===== src/rtl/irq_src_router_pkg.sv =====
package irq_src_router_pkg;
  localparam int IDX_MAX_W = 8;
  localparam int MASK_BIT  = 31;
  localparam int ACT_BIT   = 30;
  localparam int SENSE_BIT = 22;
  localparam int PRIO_LSB  = 16;
  localparam int PRIO_W    = 5;
  localparam logic [31:0] VP_RST = 32'hA000_0000;

  // strobes from control to datapath
  typedef struct packed {
    logic                 wrVp;
    logic                 wrDst;
    logic [IDX_MAX_W-1:0] wrIdx;
    logic                 ackEn;
    logic [IDX_MAX_W-1:0] ackIdx;
    logic                 rdHit;
    logic                 rdDst;
    logic [IDX_MAX_W-1:0] rdIdx;
  } strobe_t;
endpackage


===== src/rtl/irq_src_router_ctrl.sv =====
module irq_src_router_ctrl
  import irq_src_router_pkg::*;
#(
  parameter int NUM_SRC = 4,
  localparam int SRC_W  = $clog2(NUM_SRC),
  localparam int ADDR_W = SRC_W + 1
) (
  input  logic [ADDR_W-1:0] regAddr,
  input  logic              regWe,
  input  logic              ackValid,
  input  logic [SRC_W-1:0]  ackIdx,
  output strobe_t           strb
);
  logic [SRC_W-1:0] fieldIdx;
  logic             inRange;
  logic             ackInRange;

  assign fieldIdx   = regAddr[ADDR_W-1:1];
  assign inRange    = (int'(fieldIdx) < NUM_SRC);
  assign ackInRange = (int'(ackIdx) < NUM_SRC);

  always_comb begin
    strb        = '0;
    strb.wrIdx  = IDX_MAX_W'(fieldIdx);
    strb.rdIdx  = IDX_MAX_W'(fieldIdx);
    strb.ackIdx = IDX_MAX_W'(ackIdx);
    strb.wrVp   = regWe && inRange && !regAddr[0];
    strb.wrDst  = regWe && inRange && regAddr[0];
    strb.rdHit  = inRange;
    strb.rdDst  = regAddr[0];
    strb.ackEn  = ackValid && ackInRange;
  end
endmodule


===== src/rtl/irq_src_router_dp.sv =====
module irq_src_router_dp
  import irq_src_router_pkg::*;
#(
  parameter int NUM_SRC = 4,
  parameter int NUM_DST = 2,
  localparam int SRC_W  = $clog2(NUM_SRC)
) (
  input  logic                        clk,
  input  logic                        rstN,
  input  strobe_t                     strb,
  input  logic [31:0]                 wdata,
  input  logic [NUM_SRC-1:0]          irqIn,
  input  logic [NUM_SRC-1:0]          won,
  output logic [NUM_SRC-1:0]          eligible,
  output logic [NUM_SRC*PRIO_W-1:0]   prioVec,
  output logic [NUM_SRC*NUM_DST-1:0]  dstVec,
  output logic [31:0]                 rdata
);
  localparam logic [31:0] DST_KEEP = 32'hC000_0000 | ((32'd1 << NUM_DST) - 32'd1);
  localparam logic [31:0] ACT_CLR  = ~(32'd1 << ACT_BIT);

  logic [31:0] vpView  [NUM_SRC];
  logic [31:0] dstView [NUM_SRC];

  for (genvar s = 0; s < NUM_SRC; s++) begin : g_src
    logic [31:0] vpQ;
    logic [31:0] dstQ;
    logic        actQ;
    logic        pendEdgeQ;
    logic        irqPrevQ;
    logic        sense;
    logic        pendNow;
    logic        wrVpHit;
    logic        wrDstHit;
    logic        ackHit;

    assign sense    = vpQ[SENSE_BIT];
    assign pendNow  = sense ? irqIn[s] : pendEdgeQ;
    assign wrVpHit  = strb.wrVp  && (strb.wrIdx  == IDX_MAX_W'(s));
    assign wrDstHit = strb.wrDst && (strb.wrIdx  == IDX_MAX_W'(s));
    assign ackHit   = strb.ackEn && (strb.ackIdx == IDX_MAX_W'(s));

    assign eligible[s] = pendNow && !vpQ[MASK_BIT] &&
                         (vpQ[PRIO_LSB +: PRIO_W] != '0) &&
                         !actQ && (dstQ != '0);
    assign prioVec[s*PRIO_W +: PRIO_W]   = vpQ[PRIO_LSB +: PRIO_W];
    assign dstVec[s*NUM_DST +: NUM_DST]  = dstQ[NUM_DST-1:0];
    assign vpView[s]  = (vpQ & ACT_CLR) | (32'(actQ) << ACT_BIT);
    assign dstView[s] = dstQ;

    always_ff @(posedge clk) begin
      if (!rstN) begin
        vpQ       <= VP_RST;
        dstQ      <= '0;
        actQ      <= 1'b0;
        pendEdgeQ <= 1'b0;
        irqPrevQ  <= 1'b0;
      end else begin
        irqPrevQ <= irqIn[s];
        if (irqIn[s] && !irqPrevQ) pendEdgeQ <= 1'b1;
        else if (won[s])           pendEdgeQ <= 1'b0;

        if (sense && !irqIn[s])    actQ <= 1'b0;
        else if (ackHit && !sense) actQ <= 1'b0;
        else if (won[s])           actQ <= 1'b1;

        if (wrVpHit)  vpQ  <= wdata & ACT_CLR;
        if (wrDstHit) dstQ <= wdata & DST_KEEP;
      end
    end
  end

  logic [SRC_W-1:0] rdSel;
  assign rdSel = strb.rdIdx[SRC_W-1:0];

  always_ff @(posedge clk) begin
    if (!rstN)           rdata <= '0;
    else if (!strb.rdHit) rdata <= '0;
    else if (strb.rdDst) rdata <= dstView[rdSel];
    else                 rdata <= vpView[rdSel];
  end
endmodule


===== src/rtl/irq_src_router_arb.sv =====
module irq_src_router_arb
  import irq_src_router_pkg::*;
#(
  parameter int NUM_SRC = 4,
  parameter int NUM_DST = 2,
  parameter int TASK_W  = 4,
  localparam int SRC_W  = $clog2(NUM_SRC)
) (
  input  logic                        clk,
  input  logic                        rstN,
  input  logic [NUM_SRC-1:0]          eligible,
  input  logic [NUM_SRC*PRIO_W-1:0]   prioVec,
  input  logic [NUM_SRC*NUM_DST-1:0]  dstVec,
  input  logic [NUM_DST*TASK_W-1:0]   taskPrio,
  output logic [NUM_SRC-1:0]          won,
  output logic [NUM_DST-1:0]          raiseValid,
  output logic [NUM_DST*SRC_W-1:0]    raiseIdx,
  output logic [NUM_DST*PRIO_W-1:0]   raisePrio
);
  logic [NUM_DST-1:0] hitV;
  logic [SRC_W-1:0]   hitI [NUM_DST];

  for (genvar d = 0; d < NUM_DST; d++) begin : g_dst
    logic [PRIO_W-1:0] taskExt;
    logic              bestV;
    logic [SRC_W-1:0]  bestI;
    logic [PRIO_W-1:0] bestP;
    logic              validQ;
    logic [SRC_W-1:0]  idxQ;
    logic [PRIO_W-1:0] prioQ;

    assign taskExt = PRIO_W'(taskPrio[d*TASK_W +: TASK_W]);

    // highest priority wins; strict compare keeps the lower index on ties
    always_comb begin
      bestV = 1'b0;
      bestI = '0;
      bestP = '0;
      for (int s = 0; s < NUM_SRC; s++) begin
        if (eligible[s] && dstVec[s*NUM_DST + d] &&
            (prioVec[s*PRIO_W +: PRIO_W] > taskExt) &&
            (!bestV || (prioVec[s*PRIO_W +: PRIO_W] > bestP))) begin
          bestV = 1'b1;
          bestI = SRC_W'(s);
          bestP = prioVec[s*PRIO_W +: PRIO_W];
        end
      end
    end

    assign hitV[d] = bestV;
    assign hitI[d] = bestI;

    always_ff @(posedge clk) begin
      if (!rstN) begin
        validQ <= 1'b0;
        idxQ   <= '0;
        prioQ  <= '0;
      end else begin
        validQ <= bestV;
        idxQ   <= bestV ? bestI : '0;
        prioQ  <= bestV ? bestP : '0;
      end
    end

    assign raiseValid[d]                = validQ;
    assign raiseIdx[d*SRC_W +: SRC_W]   = idxQ;
    assign raisePrio[d*PRIO_W +: PRIO_W] = prioQ;
  end

  always_comb begin
    won = '0;
    for (int s = 0; s < NUM_SRC; s++) begin
      for (int d = 0; d < NUM_DST; d++) begin
        if (hitV[d] && (hitI[d] == SRC_W'(s))) won[s] = 1'b1;
      end
    end
  end
endmodule


===== src/rtl/irq_src_router.sv =====
module irq_src_router
  import irq_src_router_pkg::*;
#(
  parameter int NUM_SRC = 4,
  parameter int NUM_DST = 2,
  parameter int TASK_W  = 4,
  localparam int SRC_W  = $clog2(NUM_SRC),
  localparam int ADDR_W = SRC_W + 1
) (
  input  logic                       clk,
  input  logic                       rstN,
  input  logic [ADDR_W-1:0]          regAddr,
  input  logic                       regWe,
  input  logic [31:0]                regWdata,
  output logic [31:0]                regRdata,
  input  logic [NUM_SRC-1:0]         irqIn,
  input  logic [NUM_DST*TASK_W-1:0]  taskPrio,
  input  logic                       ackValid,
  input  logic [SRC_W-1:0]           ackIdx,
  output logic [NUM_DST-1:0]         raiseValid,
  output logic [NUM_DST*SRC_W-1:0]   raiseIdx,
  output logic [NUM_DST*PRIO_W-1:0]  raisePrio
);
  strobe_t                    strb;
  logic [NUM_SRC-1:0]         eligible;
  logic [NUM_SRC-1:0]         won;
  logic [NUM_SRC*PRIO_W-1:0]  prioVec;
  logic [NUM_SRC*NUM_DST-1:0] dstVec;

  irq_src_router_ctrl #(.NUM_SRC(NUM_SRC)) u_ctrl (
    .regAddr (regAddr),
    .regWe   (regWe),
    .ackValid(ackValid),
    .ackIdx  (ackIdx),
    .strb    (strb)
  );

  irq_src_router_dp #(.NUM_SRC(NUM_SRC), .NUM_DST(NUM_DST)) u_dp (
    .clk     (clk),
    .rstN    (rstN),
    .strb    (strb),
    .wdata   (regWdata),
    .irqIn   (irqIn),
    .won     (won),
    .eligible(eligible),
    .prioVec (prioVec),
    .dstVec  (dstVec),
    .rdata   (regRdata)
  );

  irq_src_router_arb #(.NUM_SRC(NUM_SRC), .NUM_DST(NUM_DST), .TASK_W(TASK_W)) u_arb (
    .clk       (clk),
    .rstN      (rstN),
    .eligible  (eligible),
    .prioVec   (prioVec),
    .dstVec    (dstVec),
    .taskPrio  (taskPrio),
    .won       (won),
    .raiseValid(raiseValid),
    .raiseIdx  (raiseIdx),
    .raisePrio (raisePrio)
  );
endmodule


===== config.mk =====
export PLATFORM = sky130hd
export DESIGN_NAME = irq_src_router
export DESIGN_NICKNAME = d
export VERILOG_FILES = /design/src/rtl/irq_src_router_pkg.sv /design/src/rtl/irq_src_router_ctrl.sv /design/src/rtl/irq_src_router_dp.sv /design/src/rtl/irq_src_router_arb.sv /design/src/rtl/irq_src_router.sv
export SDC_FILE = /design/constraint.sdc
export NUM_CORES = 1
export LEC_CHECK = 0
export BUFFER_PORTS_ARGS = -buffer_cell sky130_fd_sc_hd__buf_2
export CAP_MARGIN = 20
export CORE_ASPECT_RATIO = 1.75
export CORE_MARGIN = 4
export CORE_UTILIZATION = 45
export DETAILED_ROUTE_END_ITERATION = 8
export GPL_TIMING_DRIVEN = 0
export HOLD_SLACK_MARGIN = 0.12
export MAX_ROUTING_LAYER = met4
export PLACE_DENSITY = 0.66
export SLEW_MARGIN = 30
export SYNTH_ARGS = -nofsm -noshare
export SYNTH_HDL_FRONTEND = slang
export SYNTH_SLANG_ARGS = --single-unit

===== constraint.sdc =====
create_clock -name clk -period 5.85 [get_ports clk]
set_clock_uncertainty 0.15 [all_clocks]
set_input_delay 1.17 -clock clk [delete_from_list [all_inputs] [get_ports clk]]
set_output_delay 1.17 -clock clk [all_outputs]
set_load 0.02 [all_outputs]

==> results of run 1 <==
==> final cells by class <==
type / count / area, µm² / area share [%]
flip-flops and latches: 200 / 4005 / 33.51
repair buffers: 130 / 800.8 / 6.699
clock inverters: 12 / 186.4 / 1.560
plain buffers: 67 / 274.0 / 2.292
multi-input cells: 777 / 5772 / 48.29
well taps: 252 / 315.3 / 2.638
inverters: 32 / 152.6 / 1.277
clock buffers: 20 / 446.7 / 3.737
==> how the worst max path moves through the flow <==
stage                     startpoint                      end  slack, ns  cells past startpoint
2_1_floorplan            taskPrio[6]       u_dp.g_src[1].actQ      -0.26                     28
3_3_place_gp             taskPrio[3]  u_dp.g_src[2].pendEdgeQ      -1.13                     27
3_5_place_dp             taskPrio[1]  u_arb.g_dst[0].prioQ[3]      -1.20                     27
4_1_cts                  taskPrio[6]       u_dp.g_src[0].actQ      -0.37                     29
5_1_grt                  taskPrio[6]       u_dp.g_src[1].actQ      -0.53                     29
6_report       u_dp.g_src[0].vpQ[18]       u_dp.g_src[1].actQ      -0.37                     26
==> report_power, final <==
| part | leakage (µW) | switching, µW | internal (µW) |
|---|---|---|---|
| clock network | 0.000304 | 539 | 736 |
| logic | 0.00279 | 162 | 106 |
| registers | 0.00162 | 23.4 | 1390 |
==> logic make-up (layout without fill, tap and decap cells) <==
kind of cell             count (synthesis)  in the layout
adder cells (fa/ha/maj)                 62             62
flip-flops                             200            200
multiplexers                            70             70
buffers and inverters                   99            261
AO/OA/AOI/OAI                          222            222
AND/OR/NAND/NOR                        423            423
==> state kept, by name, summed over array words and instances (netlist names) <==
signal,flops
u_dp.rdata,32
u_arb.g_dst.validQ,2
u_arb.g_dst.idxQ,4
u_dp.g_src.actQ,4
u_dp.g_src.vpQ,124
u_dp.g_src.irqPrevQ,4
u_arb.g_dst.prioQ,10
u_dp.g_src.dstQ,16
u_dp.g_src.pendEdgeQ,4
==> timing repair <==
action                     in CTS  in global routing
setup buffers                  33                  5
pin swaps                      27                 13
setup endpoints to repair      22                 22
resized for setup              49                 37
==> synth_stat cells (7+ instances only) <==
| library cell | instances |
|---|---|
| nand3_1 | 20 |
| dfxtp_1 | 200 |
| nand2b_1 | 10 |
| nand2_1 | 280 |
| mux4_2 | 36 |
| nor2b_1 | 44 |
| a21oi_1 | 134 |
| clkbuf_1 | 58 |
| inv_1 | 31 |
| a22oi_1 | 10 |
| mux2i_1 | 25 |
| o21a_1 | 7 |
| o21ai_0 | 16 |
| o22ai_1 | 8 |
| nor2_1 | 33 |
| ha_1 | 62 |
==> routing by layer <==
| metal | vias up | GRT usage [%] |
|---|---|---|
| li1 | 4028 | - |
| met1 | 4043 | 25.33 |
| met2 | 268 | 45.08 |
| met3 | 99 | 3.299 |
| met4 | 0 | 14.30 |
| met5 | - | - |
==> per-stage QoR <==
stage          setup TNS [ns]  util [%]  hold WS, ns  worst slack (ns)
2_1_floorplan          -3.485         -       0.2577           -0.2578
3_3_place_gp           -22.62     50.57       0.2654            -1.133
3_5_place_dp           -24.04     50.58       0.2739            -1.202
4_1_cts                -4.583     55.92       0.2867           -0.3732
5_1_grt                -9.010     57.10       0.3069           -0.5309
6_report               -5.219     57.10       0.2851           -0.3658
==> summary.txt, run 1 <==
data required time at the worst endpoint: 6.03 ns
Hold Vio Cnt, Final: 0
RSZ-0062 raised after global routing: yes
Port Buffer Count: 94
DPL Wire Length: 20.51 mm
Top Metal Used: met4
nets: 1,340
met1 wire length: 10.73 mm
fraction of layout cells with a size suffix above 1: 24.96%
clock sinks: 200
root buf cell: clkbuf_16
Reg-to-Reg End: u_dp.g_src[1].actQ
setup ws final: -0.3658 ns
fill cell count: 1,826
most common cell after layout, fill and taps aside: nand2_1
number of buffers created by CTS: 17
WP data arrival: 6.40 ns
hold_sp: u_dp.g_src[0].irqPrevQ
Tightest Hold Check Type: reg2reg
commonest non-fill, non-tap cells in the layout: nand2_1 (278), dfxtp_1 (199), a21oi_1 (124)
crit-path max cell delay: 0.67 ns
R2R setup slack: -0.37 ns
Reg-to-Reg Start: u_dp.g_src[0].vpQ[18]
Antenna Cells: 0
Die Y-Extent: 200.9 µm
CTS clock-pin slew for the worst setup and hold paths: 0.07 ns
worst hold stages: 1
Crit path max-delay family: compound AO/OA/AOI/OAI gates
crit path max fanout: 9
Worst Tran Pin Value: 1.056 ns
worst path bufs/invs: 2
pwr dens: 247.2 mW/mm²
# IOs: 101
hold worst-path end: u_dp.g_src[0].pendEdgeQ
total grt overflow: 0
Seq/Total Area, Yosys: 41.84%
Die ar.: 0.02376 mm²
#FFs+latches synth: 200
Pleak: 0.004712 µW
placed cell areas: 0.01059 mm²
DRC: 0
DIE WIDTH: 118.2 µm
CTS tree: done
First-pass DRT Iterations: 5
VDD IR max: 0.1743 mV
status: finished with violations
compound-cell area share of the yosys netlist: 14.09%
largest family of logic cells by synthesized area: simple AND/OR/NAND/NOR gates
worst reg2reg path depth: 26
Mapped Nets: 1,191
DR iter-0 viols: 523
first-pass GRT wire length: 45.03 mm
Synth Cell Area: 0.009570 mm²
area of the core: 0.02093 mm²
Total GRT Usage: 24.85%
Synth cell types: 65
worst-skew pair later-pin latency: 0.44 ns
clk buf depth: 2
number of core rows: 70
mux cell area share after synthesis: 12.30%
Min Clock Period, post-route: 6.216 ns
Total Wirelength: 29.13 mm
Final period util: 106.3%
max-slew violation count: 0
final std cells w/o fill: 1,490
Setup Viol. Count Final: 22
Synth Instances: 1,076
htree depth: 4
XOR/XNOR Fraction of Synth Area: 0%
Post-synth EDFFs: 0
Mapped Avg Cell Area: 8.894 µm²
Placer Congestion: 0.9213
routed len/inst: 19.55 µm
antenna viol nets, final: 0
Critical Path End Type: flop
post-synthesis adder-cell area fraction: 8.106%
FFs w/ async S/R, synth: 0%
Syn. warnings: 0
MaxCap Viol Count: 0
area grow syn2layout: 24.89%
failing checks: negative setup slack
simple-gate share of the synthesized area: 19.58%
largest net degree at the start of global routing: 18
main flop type after synthesis: dfxtp_1
Pwr Total: 2955 µW
Via Count: 8,438
# hold bufs at CTS: 0
met2 wire len: 15.48 mm
DR WL met3: 1.255 mm
top-area cell type share of the netlist area: 41.84%
Fmax: 160.9 MHz
Final Cell Area: 0.01195 mm²
Slew HR: 29.04%
DR vias/cell: 5.663
vias in the first global route: 8,467
placed cell count: 1,422
Critical Path Slowest Stage Cell: dfxtp_1
critical path class: reg2reg
Initial Util: 45.72%
largest area contributor in the netlist: dfxtp_1
Critical Path Start Type: flop
synth top area cells: dfxtp_1 (42%), nand2_1 (11%), mux4_2 (8.5%)
initial antenna violation count: 0
(Power assumes the default switching activity.)
==> run 2: changes to the inputs <==
--- a/config.mk
+++ b/config.mk
@@ -5,17 +5,17 @@
 export SDC_FILE = /design/constraint.sdc
 export NUM_CORES = 1
 export LEC_CHECK = 0
-export BUFFER_PORTS_ARGS = -buffer_cell sky130_fd_sc_hd__buf_2
 export CAP_MARGIN = 20
 export CORE_ASPECT_RATIO = 1.75
 export CORE_MARGIN = 4
 export CORE_UTILIZATION = 45
 export DETAILED_ROUTE_END_ITERATION = 8
+export DONT_BUFFER_PORTS = 1
 export GPL_TIMING_DRIVEN = 0
 export HOLD_SLACK_MARGIN = 0.12
 export MAX_ROUTING_LAYER = met4
-export PLACE_DENSITY = 0.66
 export SLEW_MARGIN = 30
 export SYNTH_ARGS = -nofsm -noshare
 export SYNTH_HDL_FRONTEND = slang
 export SYNTH_SLANG_ARGS = --single-unit
+export TNS_END_PERCENT = 50
==> run 2 against run 1 <==
Compared with the run above:
- the flow still finishes with violations (negative setup slack)
- sequential share of layout area up 1.7 points
- clock-buffer cell count increased by 3
- routed wire length down 1.0%
- critical endpoint is now u_arb.g_dst[1].prioQ[0]
==> summary.txt, run 2 (synthesis results as in run 1) <==
status: finished with violations
failing checks: negative setup slack
htree depth: 4 (unchanged)
VDD IR max: 0.1717 mV (-1.5%)
met3 Use GR: 4.483% (+1.2 points)
# hold bufs at CTS: 0 (unchanged)
Min Clock Period, post-route: 6.184 ns (-0.03172 ns)
worst hold stages: 1 (unchanged)
DR vias/cell: 5.701 (+0.67%)
Setup Viol. Count Final: 22 (unchanged)
# IOs: 101 (unchanged)
Die Y-Extent: 200.9 µm (unchanged)
leading registers by flop count: u_dp.g_src.vpQ x124, u_dp.rdata x32, u_dp.g_src.dstQ x16
pre-CTS setup slack: -1.001 ns (+0.2016 ns)
GRT busiest layer: met2
DR iter-0 viols: 397 (-24%)
placed cell areas: 0.01013 mm² (-4.3%)
grt met1 use: 26.19% (+0.86 points)
Hold WS: 0.2817 ns (-0.003423 ns)
Total Wirelength: 28.84 mm (-1.0%)
initial antenna violation count: 0 (unchanged)
crit-path max cell delay: 0.33 ns (-0.34 ns)
Final period util: 105.7% (-0.54 points)
Antenna Cells: 0 (unchanged)
antenna viol nets, final: 0 (unchanged)
Setup crit start: taskPrio[6]
number of core rows: 70 (unchanged)
commonest non-fill, non-tap cells in the layout: nand2_1 (277), dfxtp_1 (197), a21oi_1 (128)
clk buf depth: 2 (unchanged)
met2 Use GR: 44.63% (-0.45 points)
CTS tree: done
max-slew violation count: 0 (unchanged)
clock sinks: 200 (unchanged)
Reg-to-Reg End: u_arb.g_dst[1].prioQ[0]
placed cell count: 1,329 (-6.5%)
final std cells w/o fill: 1,397 (-6.2%)
nets: 1,247 (-6.9%)
WP data arrival: 6.39 ns (about the same)
pwr dens: 258.5 mW/mm² (+4.6%)
most common cell after layout, fill and taps aside: nand2_1
Hold Vio Cnt, Final: 0 (unchanged)
Total GRT Usage: 24.98% (+0.14 points)
area grow syn2layout: 19.07%
Final Util: 54.44% (-2.7 points)
CTS clock-pin slew for the worst setup and hold paths: 0.07 ns (about the same)
Initial Util: 45.72% (unchanged)
routed len/inst: 20.64 µm (+5.6%)
Tightest Hold Check Type: reg2reg
crit path max fanout: 6 (-3)
largest net degree at the start of global routing: 17 (-1)
Final Cell Area: 0.01140 mm² (-4.7%)
RSZ-0062 raised after global routing: yes
Fmax: 161.7 MHz (+0.51%)
Largest register FFs: 124 (unchanged)
critical path class: in2reg
number of buffers created by CTS: 17 (unchanged)
Critical Path End: u_arb.g_dst[1].prioQ[0]
area of the core: 0.02093 mm² (unchanged)
Slew HR: 34.41% (+5.4 points)
vias in the first global route: 8,059 (-4.8%)
Critical Path Slowest Stage Cell: nor3b_4
Critical Path End Type: flop
first-pass GRT wire length: 44.55 mm (-1.1%)
total grt overflow: 0 (unchanged)
setup ws final: -0.3340 ns (+0.03172 ns)
Critical Path Start Type: input pin
fraction of layout cells with a size suffix above 1: 17.55% (-7.4 points)
Placer Congestion: 0.8721 (-5.3%)
Worst Tran Pin Value: 0.9813 ns (-0.07492 ns)
DRC: 0 (unchanged)
root buf cell: clkbuf_16
Port Buffer Count: 0 (-100%)
worst reg2reg path depth: 29 (+12%)
DIE WIDTH: 118.2 µm (unchanged)
DPL Wire Length: 20.55 mm (+0.18%)
worst-skew pair later-pin latency: 0.44 ns (about the same)
Reg-to-Reg Start: u_dp.g_src[0].vpQ[16]
Pleak: 0.004258 µW (-9.6%)
Die ar.: 0.02376 mm² (unchanged)
MaxCap Viol Count: 0 (unchanged)
First-pass DRT Iterations: 5 (unchanged)
fill cell count: 1,920 (+5.1%)
Largest Register: u_dp.g_src.vpQ
R2R setup slack: -0.23 ns (+0.14 ns)
data required time at the worst endpoint: 6.05 ns (+0.02 ns)
Via Count: 7,964 (-5.6%)
-- run 2: power by group --
group	switching, µW	internal (µW)	total [µW]
Combinational	134	90.3	224
Clock	529	777	1310
Sequential	26.7	1390	1420
Total	689	2260	2950
-- run 2: layout make-up --
cell class / instances / area, µm² / share of cell area, %
buffer: 67 / 272.8 / 2.394
clock buffer: 23 / 498.0 / 4.370
clock inverter: 9 / 158.9 / 1.394
inverter: 32 / 196.4 / 1.724
multi-input combinational: 777 / 5658 / 49.65
sequential: 200 / 4008 / 35.17
tap: 252 / 315.3 / 2.767
timing repair buffer: 37 / 289.0 / 2.536
-- run 2: timing repair --
action,CTS,global route
setup buffers,31,5
gates resized for setup,43,23
pin swaps,19,23
endpoints found under the setup margin,22,22
-- run 2: critical path, delay by kind of cell --
kind	cells	cell delay, ns
compound gates	15	2.64
mux	1	0.31
fa+ha+maj	4	1.03
buf+inv	3	0.32
simple gates	6	0.89
-- run 2: how the worst min path moves through the flow --
| stage | start | to | slack (ns) |
|---|---|---|---|
| finish | u_dp.g_src[1].irqPrevQ | u_dp.g_src[1].pendEdgeQ | 0.28 |
| detailed placement | u_dp.g_src[0].irqPrevQ | u_dp.g_src[0].pendEdgeQ | 0.27 |
| floorplan | u_dp.g_src[0].irqPrevQ | u_dp.g_src[0].pendEdgeQ | 0.26 |
| global placement | u_dp.g_src[1].irqPrevQ | u_dp.g_src[1].pendEdgeQ | 0.26 |
| global route | u_dp.g_src[1].irqPrevQ | u_dp.g_src[1].pendEdgeQ | 0.30 |
| CTS | u_dp.g_src[1].irqPrevQ | u_dp.g_src[1].pendEdgeQ | 0.28 |
-- run 2: stage by stage --
step | total power, µW | setup TNS (ns)
final | 2946 | -5.006
after global routing | 3041 | -8.416
after CTS | 2958 | -2.761
after detailed placement | 1652 | -19.74
after global placement | 1647 | -18.82
after floorplan | 1588 | -3.635
-- run 2: routing by layer --
metal | vias up | share of wire [%]
li1 | 3837 | -
met3 | 83 | 4.2
met4 | 0 | 4.7
met2 | 230 | 53
met1 | 3814 | 38
met5 | - | 0
